**config.mk**
```make
export PLATFORM = sky130hd
export DESIGN_NAME = dbg_regfront
export DESIGN_NICKNAME = d
export VERILOG_FILES = /design/src/rtl/dbgfe_pkg.sv /design/src/rtl/dbgfe_auth.sv /design/src/rtl/dbgfe_ctrl.sv /design/src/rtl/dbgfe_mbox.sv /design/src/rtl/dbg_regfront.sv
export SDC_FILE = /design/constraint.sdc
export NUM_CORES = 1
export LEC_CHECK = 0
export BUFFER_PORTS_ARGS = -buffer_cell sky130_fd_sc_hd__buf_2
export CORE_ASPECT_RATIO = 0.8
export CORE_MARGIN = 3
export CORE_UTILIZATION = 50
export CTS_CLUSTER_SIZE = 28
export DETAILED_ROUTE_END_ITERATION = 12
export GPL_TIMING_DRIVEN = 0
export PLACE_DENSITY = 0.77
export SLEW_MARGIN = 10
export SYNTH_ARGS = -nofsm -noshare
export SYNTH_HDL_FRONTEND = slang
export SYNTH_SLANG_ARGS = --single-unit
```
**constraint.sdc**
```tcl
create_clock -name clk -period 3 [get_ports clk]
set_clock_uncertainty 0.15 [all_clocks]
set_input_delay 0.15 -clock clk [delete_from_list [all_inputs] [get_ports clk]]
set_output_delay 0.15 -clock clk [all_outputs]
set_load 0.005 [all_outputs]
```
**src/rtl/dbgfe_pkg.sv**
```systemverilog
package dbgfe_pkg;
   localparam logic [6:0] A_XDATA = 7'h04;
   localparam logic [6:0] A_CTRL  = 7'h10;
   localparam logic [6:0] A_STAT  = 7'h11;
   localparam logic [6:0] A_AUTH  = 7'h30;

   localparam int C_ACT  = 0;
   localparam int C_HALT = 1;
   localparam int C_RES  = 2;
   localparam int C_HRST = 3;
   localparam int C_SRST = 4;
   localparam int C_ACK  = 5;
   localparam int C_XCLR = 6;
   localparam int C_HSEL = 8;

   localparam int S_AUTH = 0;
   localparam int S_IMPE = 1;
   localparam int S_ALLH = 2;
   localparam int S_ANYH = 3;
   localparam int S_ALLR = 4;
   localparam int S_ANYR = 5;
   localparam int S_ALLN = 6;
   localparam int S_ANYN = 7;
   localparam int S_ALLA = 8;
   localparam int S_ANYA = 9;
   localparam int S_ALLX = 10;
   localparam int S_ANYX = 11;
   localparam int S_BUSY = 12;
   localparam int S_GO   = 13;
   localparam int S_RESF = 14;
   localparam int S_EXC  = 15;

   typedef enum logic [1:0] {
      HS_HALTED   = 2'd0,
      HS_GOING    = 2'd1,
      HS_RESUMING = 2'd2,
      HS_EXCEPT   = 2'd3
   } hstore_e;

   localparam logic [31:0] LFSR_TAPS = 32'hA300_0000;

   function automatic logic [31:0] lfsr_next(input logic [31:0] s);
      return {1'b0, s[31:1]} ^ (s[0] ? LFSR_TAPS : 32'h0);
   endfunction
endpackage

```
**src/rtl/dbgfe_auth.sv**
```systemverilog
module dbgfe_auth #(
   parameter bit          AUTH_EN   = 1'b1,
   parameter logic [31:0] SECRET    = 32'h5EC2_7A11,
   parameter logic [31:0] LFSR_SEED = 32'hACE1_0001
) (
   input  logic        clk,
   input  logic        rst_n,
   input  logic        auth_wr,
   input  logic [31:0] auth_val,
   output logic        authed_o,
   output logic [31:0] chal_o
);
   import dbgfe_pkg::*;

   generate
      if (AUTH_EN) begin : g_lock
         logic [31:0] chal_q;
         logic        ok_q;
         logic        match;
         assign match = (auth_val == (chal_q + SECRET));
         always_ff @(posedge clk or negedge rst_n) begin
            if (!rst_n) begin
               chal_q <= LFSR_SEED;
               ok_q   <= 1'b0;
            end else if (auth_wr) begin
               ok_q <= match;
               if (!match) chal_q <= lfsr_next(chal_q);
            end
         end
         assign authed_o = ok_q;
         assign chal_o   = chal_q;
      end else begin : g_open
         logic unused_auth;
         assign unused_auth = ^{auth_wr, auth_val, clk, rst_n};
         assign authed_o = 1'b1;
         assign chal_o   = 32'h0;
      end
   endgenerate
endmodule

```
**src/rtl/dbgfe_ctrl.sv**
```systemverilog
module dbgfe_ctrl #(
   parameter int HSEL_W = 4
) (
   input  logic              clk,
   input  logic              rst_n,
   input  logic              wr,
   input  logic              authed,
   input  logic              w_act,
   input  logic              w_halt,
   input  logic              w_res,
   input  logic              w_hrst,
   input  logic              w_srst,
   input  logic              w_ack,
   input  logic [HSEL_W-1:0] w_hsel,
   output logic              accept,
   output logic              active,
   output logic              halt,
   output logic              resreq,
   output logic              hrst,
   output logic              srst,
   output logic [HSEL_W-1:0] hsel,
   output logic              havereset
);
   assign accept = wr && authed && w_act;

   always_ff @(posedge clk or negedge rst_n) begin
      if (!rst_n) begin
         active    <= 1'b0;
         halt      <= 1'b0;
         resreq    <= 1'b0;
         hrst      <= 1'b0;
         srst      <= 1'b0;
         hsel      <= '0;
         havereset <= 1'b0;
      end else begin
         if (wr) active <= w_act;
         if (accept) begin
            halt   <= w_halt;
            resreq <= w_res;
            hrst   <= w_hrst;
            srst   <= w_srst;
            hsel   <= w_hsel;
            if (w_hrst)     havereset <= 1'b1;
            else if (w_ack) havereset <= 1'b0;
         end
      end
   end
endmodule

```
**src/rtl/dbgfe_mbox.sv**
```systemverilog
module dbgfe_mbox (
   input  logic       clk,
   input  logic       rst_n,
   input  logic       st_valid,
   input  logic [1:0] st_kind,
   input  logic       abs_start,
   input  logic       resume_evt,
   input  logic       xclr_evt,
   output logic       halted,
   output logic       go,
   output logic       res_flag,
   output logic       res_ack,
   output logic       busy,
   output logic       exc
);
   import dbgfe_pkg::*;

   hstore_e kind;
   assign kind = hstore_e'(st_kind);

   always_ff @(posedge clk or negedge rst_n) begin
      if (!rst_n) begin
         halted   <= 1'b0;
         go       <= 1'b0;
         res_flag <= 1'b0;
         res_ack  <= 1'b0;
         busy     <= 1'b0;
         exc      <= 1'b0;
      end else begin
         if (st_valid) begin
            unique case (kind)
               HS_HALTED: begin
                  halted <= 1'b1;
                  if (!go) busy <= 1'b0;
               end
               HS_GOING:  go <= 1'b0;
               HS_RESUMING: begin
                  halted   <= 1'b0;
                  res_ack  <= 1'b1;
                  res_flag <= 1'b0;
               end
               HS_EXCEPT: exc <= 1'b1;
               default: ;
            endcase
         end
         if (resume_evt) begin
            res_flag <= 1'b1;
            res_ack  <= 1'b0;
         end
         if (xclr_evt) exc <= 1'b0;
         if (abs_start) begin
            go   <= 1'b1;
            busy <= 1'b1;
         end
      end
   end
endmodule

```
**src/rtl/dbg_regfront.sv**
```systemverilog
module dbg_regfront #(
   parameter int          HSEL_W    = 4,
   parameter bit          AUTH_EN   = 1'b1,
   parameter logic [31:0] SECRET    = 32'h5EC2_7A11,
   parameter logic [31:0] LFSR_SEED = 32'hACE1_0001
) (
   input  logic              clk,
   input  logic              rst_n,
   input  logic              req_valid,
   input  logic              req_write,
   input  logic [6:0]        req_addr,
   input  logic [31:0]       req_wdata,
   output logic [31:0]       rd_data,
   input  logic              hart_st_valid,
   input  logic [1:0]        hart_st_kind,
   input  logic              abs_start,
   output logic              abs_busy,
   output logic              go_flag,
   output logic              resume_flag,
   output logic              halt_req,
   output logic              hart_reset,
   output logic              sys_reset,
   output logic              dm_active,
   output logic [31:0]       xfer_data,
   output logic [HSEL_W-1:0] hart_sel
);
   import dbgfe_pkg::*;

   localparam int HSEL_TOP = C_HSEL + HSEL_W;

   generate
      if (HSEL_W < 1 || HSEL_TOP > 32) begin : g_bad_hsel
         $error("dbg_regfront: HSEL_W out of range");
      end
      if (AUTH_EN && LFSR_SEED == 32'h0) begin : g_bad_seed
         $error("dbg_regfront: LFSR_SEED must be nonzero");
      end
   endgenerate

   logic        wr_any, wr_ctrl, wr_data, wr_auth;
   logic        auth_ok, ctrl_acc;
   logic [31:0] chal;
   logic        halted_f, res_ack, exc_f, res_req_q, havereset;
   logic        hart_ok, resume_evt, xclr_evt;
   logic [31:0] stat_w, ctrl_w, xdata_q;

   assign wr_any  = req_valid && req_write;
   assign wr_ctrl = wr_any && (req_addr == A_CTRL);
   assign wr_auth = wr_any && (req_addr == A_AUTH);
   assign wr_data = wr_any && (req_addr == A_XDATA) && auth_ok && !abs_busy;

   dbgfe_auth #(
      .AUTH_EN(AUTH_EN), .SECRET(SECRET), .LFSR_SEED(LFSR_SEED)
   ) u_auth (
      .clk(clk), .rst_n(rst_n), .auth_wr(wr_auth), .auth_val(req_wdata),
      .authed_o(auth_ok), .chal_o(chal)
   );

   dbgfe_ctrl #(.HSEL_W(HSEL_W)) u_ctrl (
      .clk(clk), .rst_n(rst_n), .wr(wr_ctrl), .authed(auth_ok),
      .w_act(req_wdata[C_ACT]), .w_halt(req_wdata[C_HALT]),
      .w_res(req_wdata[C_RES]), .w_hrst(req_wdata[C_HRST]),
      .w_srst(req_wdata[C_SRST]), .w_ack(req_wdata[C_ACK]),
      .w_hsel(req_wdata[C_HSEL +: HSEL_W]),
      .accept(ctrl_acc), .active(dm_active), .halt(halt_req),
      .resreq(res_req_q), .hrst(hart_reset), .srst(sys_reset),
      .hsel(hart_sel), .havereset(havereset)
   );

   assign resume_evt = ctrl_acc && req_wdata[C_RES] &&
                       (req_wdata[C_HSEL +: HSEL_W] == '0);
   assign xclr_evt   = ctrl_acc && req_wdata[C_XCLR];

   dbgfe_mbox u_mbox (
      .clk(clk), .rst_n(rst_n), .st_valid(hart_st_valid), .st_kind(hart_st_kind),
      .abs_start(abs_start), .resume_evt(resume_evt), .xclr_evt(xclr_evt),
      .halted(halted_f), .go(go_flag), .res_flag(resume_flag),
      .res_ack(res_ack), .busy(abs_busy), .exc(exc_f)
   );

   always_ff @(posedge clk or negedge rst_n) begin
      if (!rst_n)       xdata_q <= 32'h0;
      else if (wr_data) xdata_q <= req_wdata;
   end
   assign xfer_data = xdata_q;

   assign hart_ok = (hart_sel == '0);

   always_comb begin
      stat_w         = 32'h0;
      stat_w[S_AUTH] = auth_ok;
      stat_w[S_IMPE] = 1'b1;
      stat_w[S_ALLH] = hart_ok && halted_f;
      stat_w[S_ANYH] = hart_ok && halted_f;
      stat_w[S_ALLR] = hart_ok && !halted_f;
      stat_w[S_ANYR] = hart_ok && !halted_f;
      stat_w[S_ALLN] = !hart_ok;
      stat_w[S_ANYN] = !hart_ok;
      stat_w[S_ALLA] = hart_ok && res_ack;
      stat_w[S_ANYA] = hart_ok && res_ack;
      stat_w[S_ALLX] = havereset;
      stat_w[S_ANYX] = havereset;
      stat_w[S_BUSY] = abs_busy;
      stat_w[S_GO]   = go_flag;
      stat_w[S_RESF] = resume_flag;
      stat_w[S_EXC]  = exc_f;
   end

   always_comb begin
      ctrl_w                       = 32'h0;
      ctrl_w[C_ACT]                = dm_active;
      ctrl_w[C_HALT]               = halt_req;
      ctrl_w[C_RES]                = res_req_q;
      ctrl_w[C_HRST]               = hart_reset;
      ctrl_w[C_SRST]               = sys_reset;
      ctrl_w[C_HSEL +: HSEL_W]     = hart_sel;
   end

   always_comb begin
      unique case (req_addr)
         A_XDATA: rd_data = xdata_q;
         A_CTRL:  rd_data = ctrl_w;
         A_STAT:  rd_data = stat_w;
         A_AUTH:  rd_data = chal;
         default: rd_data = 32'h0;
      endcase
   end
endmodule

```
# Word level (Yosys, flattened, before mapping)
# Index checks and enable logic that the tools add are counted.
word_totals:
  input_bits: 47
  reg_bits: 81
  wordCells: 85
  out_inout_bits: 75
classes:
  bitwise: 2
  n_eq_ne: 9
  n_reduce_logical: 36
  n_mux: 21
  n_addsub: 1
ops:
  columns: ["cell", "n"]
  rows:
  - ["$pmux W32 S4", 1]
  - ["$add A32 B31 Y32 const B", 1]
  - ["$eq A32 B32 Y1", 1]
  - ["$mux W32", 1]
  - ["$xor A31 B32 Y32", 1]
  - ["$mux W1", 18]
  - ["$reduce_bool A2 Y1", 9]
  - ["$eq A7 B5 Y1 const B", 2]
  - ["$logic_and A1 B1 Y1", 14]
  - ["$reduce_and A2 Y1", 6]
  - ["$logic_not A4 Y1", 2]
  - ["$eq A7 B3 Y1 const B", 1]
  - ["$eq A7 B6 Y1 const B", 1]
  - ["$eq A2 B2 Y1 const B", 2]
  - ["$logic_not A1 Y1", 3]
  - ["$reduce_and A3 Y1", 1]
  - ["$eq A2 B1 Y1 const B", 1]
  - ["$logic_not A2 Y1", 1]
  - ["$ne A2 B2 Y1 const B", 1]
  - ["$pmux W1 S2", 1]
  - ["$not A1 Y1", 1]

# Longest topological paths before layout
depth:
  depth_word: 8
  ltp_mapped: 13
  mapped_depth_nobuf: 9

# By module
# A second synthesis with hierarchy kept.
hier_totals:
  hier_cells: 489
  hier_area_um2: 5539.1
by_module_without_submodules:
  columns: ["mod", "area_each_um2", "seq_area_each_um2", "cells_each", "instances"]
  rows:
  - ["dbgfe_auth", 2856.5, 837.1, 292, 1]
  - ["dbg_regfront", 2030.7, 800.8, 155, 1]
  - ["dbgfe_ctrl", 415.4, 250.2, 23, 1]
  - ["dbgfe_mbox", 236.5, 150.1, 19, 1]

# Worst setup path after synthesis
# No wires, ideal clock.
synth_timing:
  path_type: "flip-flop to flip-flop"
  start: "reg u_auth.g_lock.chal_q[0], in the netlist u_auth.chal_o[0]"
  end: "reg u_auth.g_lock.chal_q[15], in the netlist u_auth.chal_o[15]"
  synth_period_minus_slack_ps: 3015
  stages_incl_launch_ff: 12
  path_buffers: 2
  arrival_ps: 2735
  setup_slack_ps: -15
  t_required_ps: 2720
  setup_time_ps: 130
  path_cell_list: "dfstp_2 > ha_1 > a31oi_1 > o2111ai_1 > nand2_1 > a2111oi_0 > nand3_1 > nor4_4 > and4_1 > buf_4 > buf_4 > o21ai_0"
synth_between:
  elab_chain_cells: 4
synth_rtl:
  columns: ["element", "line", "rtl"]
  rows:
  - ["start: declaration", "dbgfe_auth.sv:17", "logic [31:0] chal_q;"]
  - ["start signal: assignment", "dbgfe_auth.sv:27", "if (!match) chal_q <= lfsr_next(chal_q);"]
  - ["$add A32 B31 Y32", "dbgfe_auth.sv:20", "assign match = (auth_val == (chal_q + SECRET));"]
  - ["$eq A32 B32 Y1", "dbgfe_auth.sv:20", null]
  - ["$not A1 Y1 (no line)", null, null]
  - ["$reduce_and A2 Y1 (no line)", null, null]
# No other way between the ends.
# A chain may end at the register's enable or synchronous reset.

# Final worst setup path
layout_timing:
  start: "reg u_auth.g_lock.chal_q[11], in the netlist u_auth.chal_o[11]"
  end: "reg u_auth.g_lock.chal_q[9], in the netlist u_auth.chal_o[9]"
# The elaborated chain is that of the path after synthesis.

==> metrics.yaml <==
status:
  status: "finished with violations"
  violations: "negative setup slack"
synth:
  ys_top_cells_by_count: "dfrtp_1 (72), clkbuf_1 (56), nand2_1 (54)"
  async_flop_share: 1.000
  synth-seq-area-share: 0.3655
  ys_top_cells_by_area: "dfrtp_1 (32%), mux2_2 (7.9%), a32oi_1 (5.2%)"
  synth_cell_types: 63
  synth_seq_cells: 81
  syn_avg_cell_area_sq_um: 9.053
  synth_top_area_share: 0.3231
  synth_edf_count: 0
  synth_area_leader_cell: "dfrtp_1"
  synthesis.instances: 616
  yosysWarnings: 0
  postSynthNetCount: 664
  netlist_area_sq_um: 5577
  synth.most_common_cell: "dfrtp_1"
  synth_ff_type: "dfrtp_1"
finish:
  syn2layout_area_growth_pct: 34.26
  fillers: 814
  final_nets: 836
  drive_gt1_frac: 0.3548
  antenna_cells: 0
  post-route-cell-area_sq_um: 7487
  multi_input_area_sq_um: 3450
  regArea_sq_um: 2044
hold_path:
  hold_class: "in2reg"
placement:
  port_buffers: 121
  place_worst_setup_slack_ns: -0.6950
  placed_area_sq_um: 6395
  routabilityCongestion: 0.9931
  dpl.hpwl_um: 14550
drt:
  first_iter_violations: 689
  firstDrtPassIters: 6
  drt_wl_total_um: 21010
  vias: 6139
  routedWlPerCell_um: 22.54
  drc: 0
  ant_nets: 0
  via_per_inst: 6.587
run:
  maxCapViolCount: 0
floorplanning:
  fp.coreArea_sq_um: 10570
  start_util: 0.5276
  dieArea_sq_um: 12460
  die_h_um: 100.5
  num_rows: 33
  io_pins: 122
  die_x_um: 124.1
worst_setup_path:
  arrival_ns: 3.29
  end_kind: "flop"
  start_kind: "flop"
  max_stage_delay_ns: 0.56
  path_class: "reg2reg"
  cp.required_ns: 3.05
  cpMaxStageDelayCell: "or4_4"
  path_common_cell: "buf_4"
  cp_max_fo: 5
  worstPathCellList: "buf_6 > or4_4 > o21a_4 > o211ai_1 > mux2i_1 > nand4_1 > nor4_4 > buf_4 > and4_4 > buf_4 > buf_8 > o31ai_1"
sta:
  rsz0062_at_grt: "true"
  timing.fmax_mhz: 307.9
  worst_slew_pin_slew_ns: 0.7886
  min_period_over_period: 1.083
  slew_viol_final: 0
  period_needed_ns: 3.248
  finalHoldViolCount: 0
  slew_headroom: 0.4694
  setup_viol: 33
  timing.final.ws_setup_ns: -0.2483
global_routing:
  grt_pass1_vias: 6027
  grtUsageTotal: 0.3407
  grt-ovfl-total: 0
  grt_max_degree: 54
  grt_pass1_wl_um: 33040
  antenna_found_initial: 0
clocking:
  cts_sinks: 81
  cts-buffers-inserted: 9
  root_buffer: "clkbuf_16"
  cts_tree: "built"
  htree_num_levels: 3
  clockBufferDepth: 2
  clk_latency_ns: 0.34
  clk_pin_slew_ns: 0.06
pwr:
  p_per_area_nw_per_um2: 349.3
  peakVddDrop_mv: 0.3024
  power.leakage_uw: 0.003600
stage by stage:
stage               power, uW  cells  hold slack, ns  TNS [ns]    util
global route             2704    932         0.03514    -10.68  0.7083
detailed placement       1394    878        -0.03823    -21.43  0.6050
CTS                      2609    929        0.006961    -6.493  0.6964
floorplan                1262    616         -0.2956         0       -
finish                   2616    932         0.01275    -6.927  0.7083
global placement         1380    877          0.1936    -18.94  0.6022
registers in the layout, indices dropped and copies added (netlist names):
register,flops
u_ctrl.havereset,1
xfer_data,32
u_mbox.busy,1
u_mbox.exc,1
u_ctrl.hsel,4
u_ctrl.srst,1
u_mbox.res_flag,1
u_ctrl.active,1
u_auth.chal_o,32
u_mbox.go,1
u_auth.authed_o,1
u_ctrl.resreq,1
u_mbox.res_ack,1
u_ctrl.halt,1
u_ctrl.hrst,1
u_mbox.halted,1
critical path: cells and delay by family (launching register included):
kind	cells	cell delay [ns]
buffers and inverters	4	0.59
AOI/OAI and AO/OA	3	0.54
muxes	1	0.32
and+or+nand+nor	4	1.14
DFF	1	0.37
layout make-up:
class,instances,share of cell area
multi-input cells,453,0.4607
flip-flops and latches,81,0.2731
repair buffers,176,0.1566
plain buffers,53,0.03777
clock buffers,10,0.03058
well taps,140,0.02340
clock inverters,5,0.01086
inverters,14,0.007019
cell families after synthesis:
logic type,synth area share
adder cells (fa/ha/maj),0.002243
AO/OA/AOI/OAI,0.2356
AND/OR/NAND/NOR,0.1840
XOR/XNOR,0.06125
flip-flops,0.3655
multiplexers,0.09154
buffers and inverters,0.05991
repair_timing:
action / CTS / global route
setup buffers: 11 / 4
gates resized for setup: 79 / 36
hold buffers: 35 / 0
setup endpoints to repair: 33 / 33
endpoints found under the hold margin: 86 / 0
pin swaps: 21 / 15
cloned: 4 / 0
worst paths after layout:
check                                               from                      endpoint  slack (ns)  cells after the start
hold / removal                             req_wdata[19]     xfer_data[19]$_DFFE_PN0P_        0.01                      3
min in group asynchronous                          rst_n  u_auth.chal_o[6]$_DFFE_PN0P_        0.13                      2
max in group asynchronous                          rst_n  u_auth.chal_o[0]$_DFFE_PN1P_        1.92                      3
hold reg to reg                 xfer_data[7]$_DFFE_PN0P_      xfer_data[7]$_DFFE_PN0P_        0.38                      1
setup reg to reg           u_auth.chal_o[11]$_DFFE_PN0P_  u_auth.chal_o[9]$_DFFE_PN0P_       -0.25                     12
setup / recovery           u_auth.chal_o[11]$_DFFE_PN0P_  u_auth.chal_o[9]$_DFFE_PN0P_       -0.25                     12
report_power, final:
| group | switching, uW | total [uW] | internal [uW] |
|---|---|---|---|
| clock | 459 | 1180 | 725 |
| combinational | 185 | 314 | 129 |
| sequential | 15.0 | 1120 | 1100 |
placed cells by master (no fill, tap or decap), types with 14 or more instances in the layout:
cell and n:
mux2_2 39, a21oi_1 14, dfrtp_1 67, xnor2_1 19, buf_4 16, and3_1 37
buf_2 123, clkbuf_1 30, o21ai_0 17, xor2_1 18, nand3_1 24, o21ai_2 20
a22o_1 17, dlygate4sd3_1 35, a32oi_1 32, inv_1 14, nand2_1 53, nor2_1 17
routing by layer:
layer / up-vias / part of all wire / GRT usage
li1: 2670 / - / -
met1: 2992 / 0.41 / 0.4932
met2: 426 / 0.45 / 0.5046
met3: 51 / 0.12 / 0.08754
met4: 0 / 0.023 / 0.09680
met5: - / 0 / 0
No activity file was read; power rests on OpenSTA's default activity.
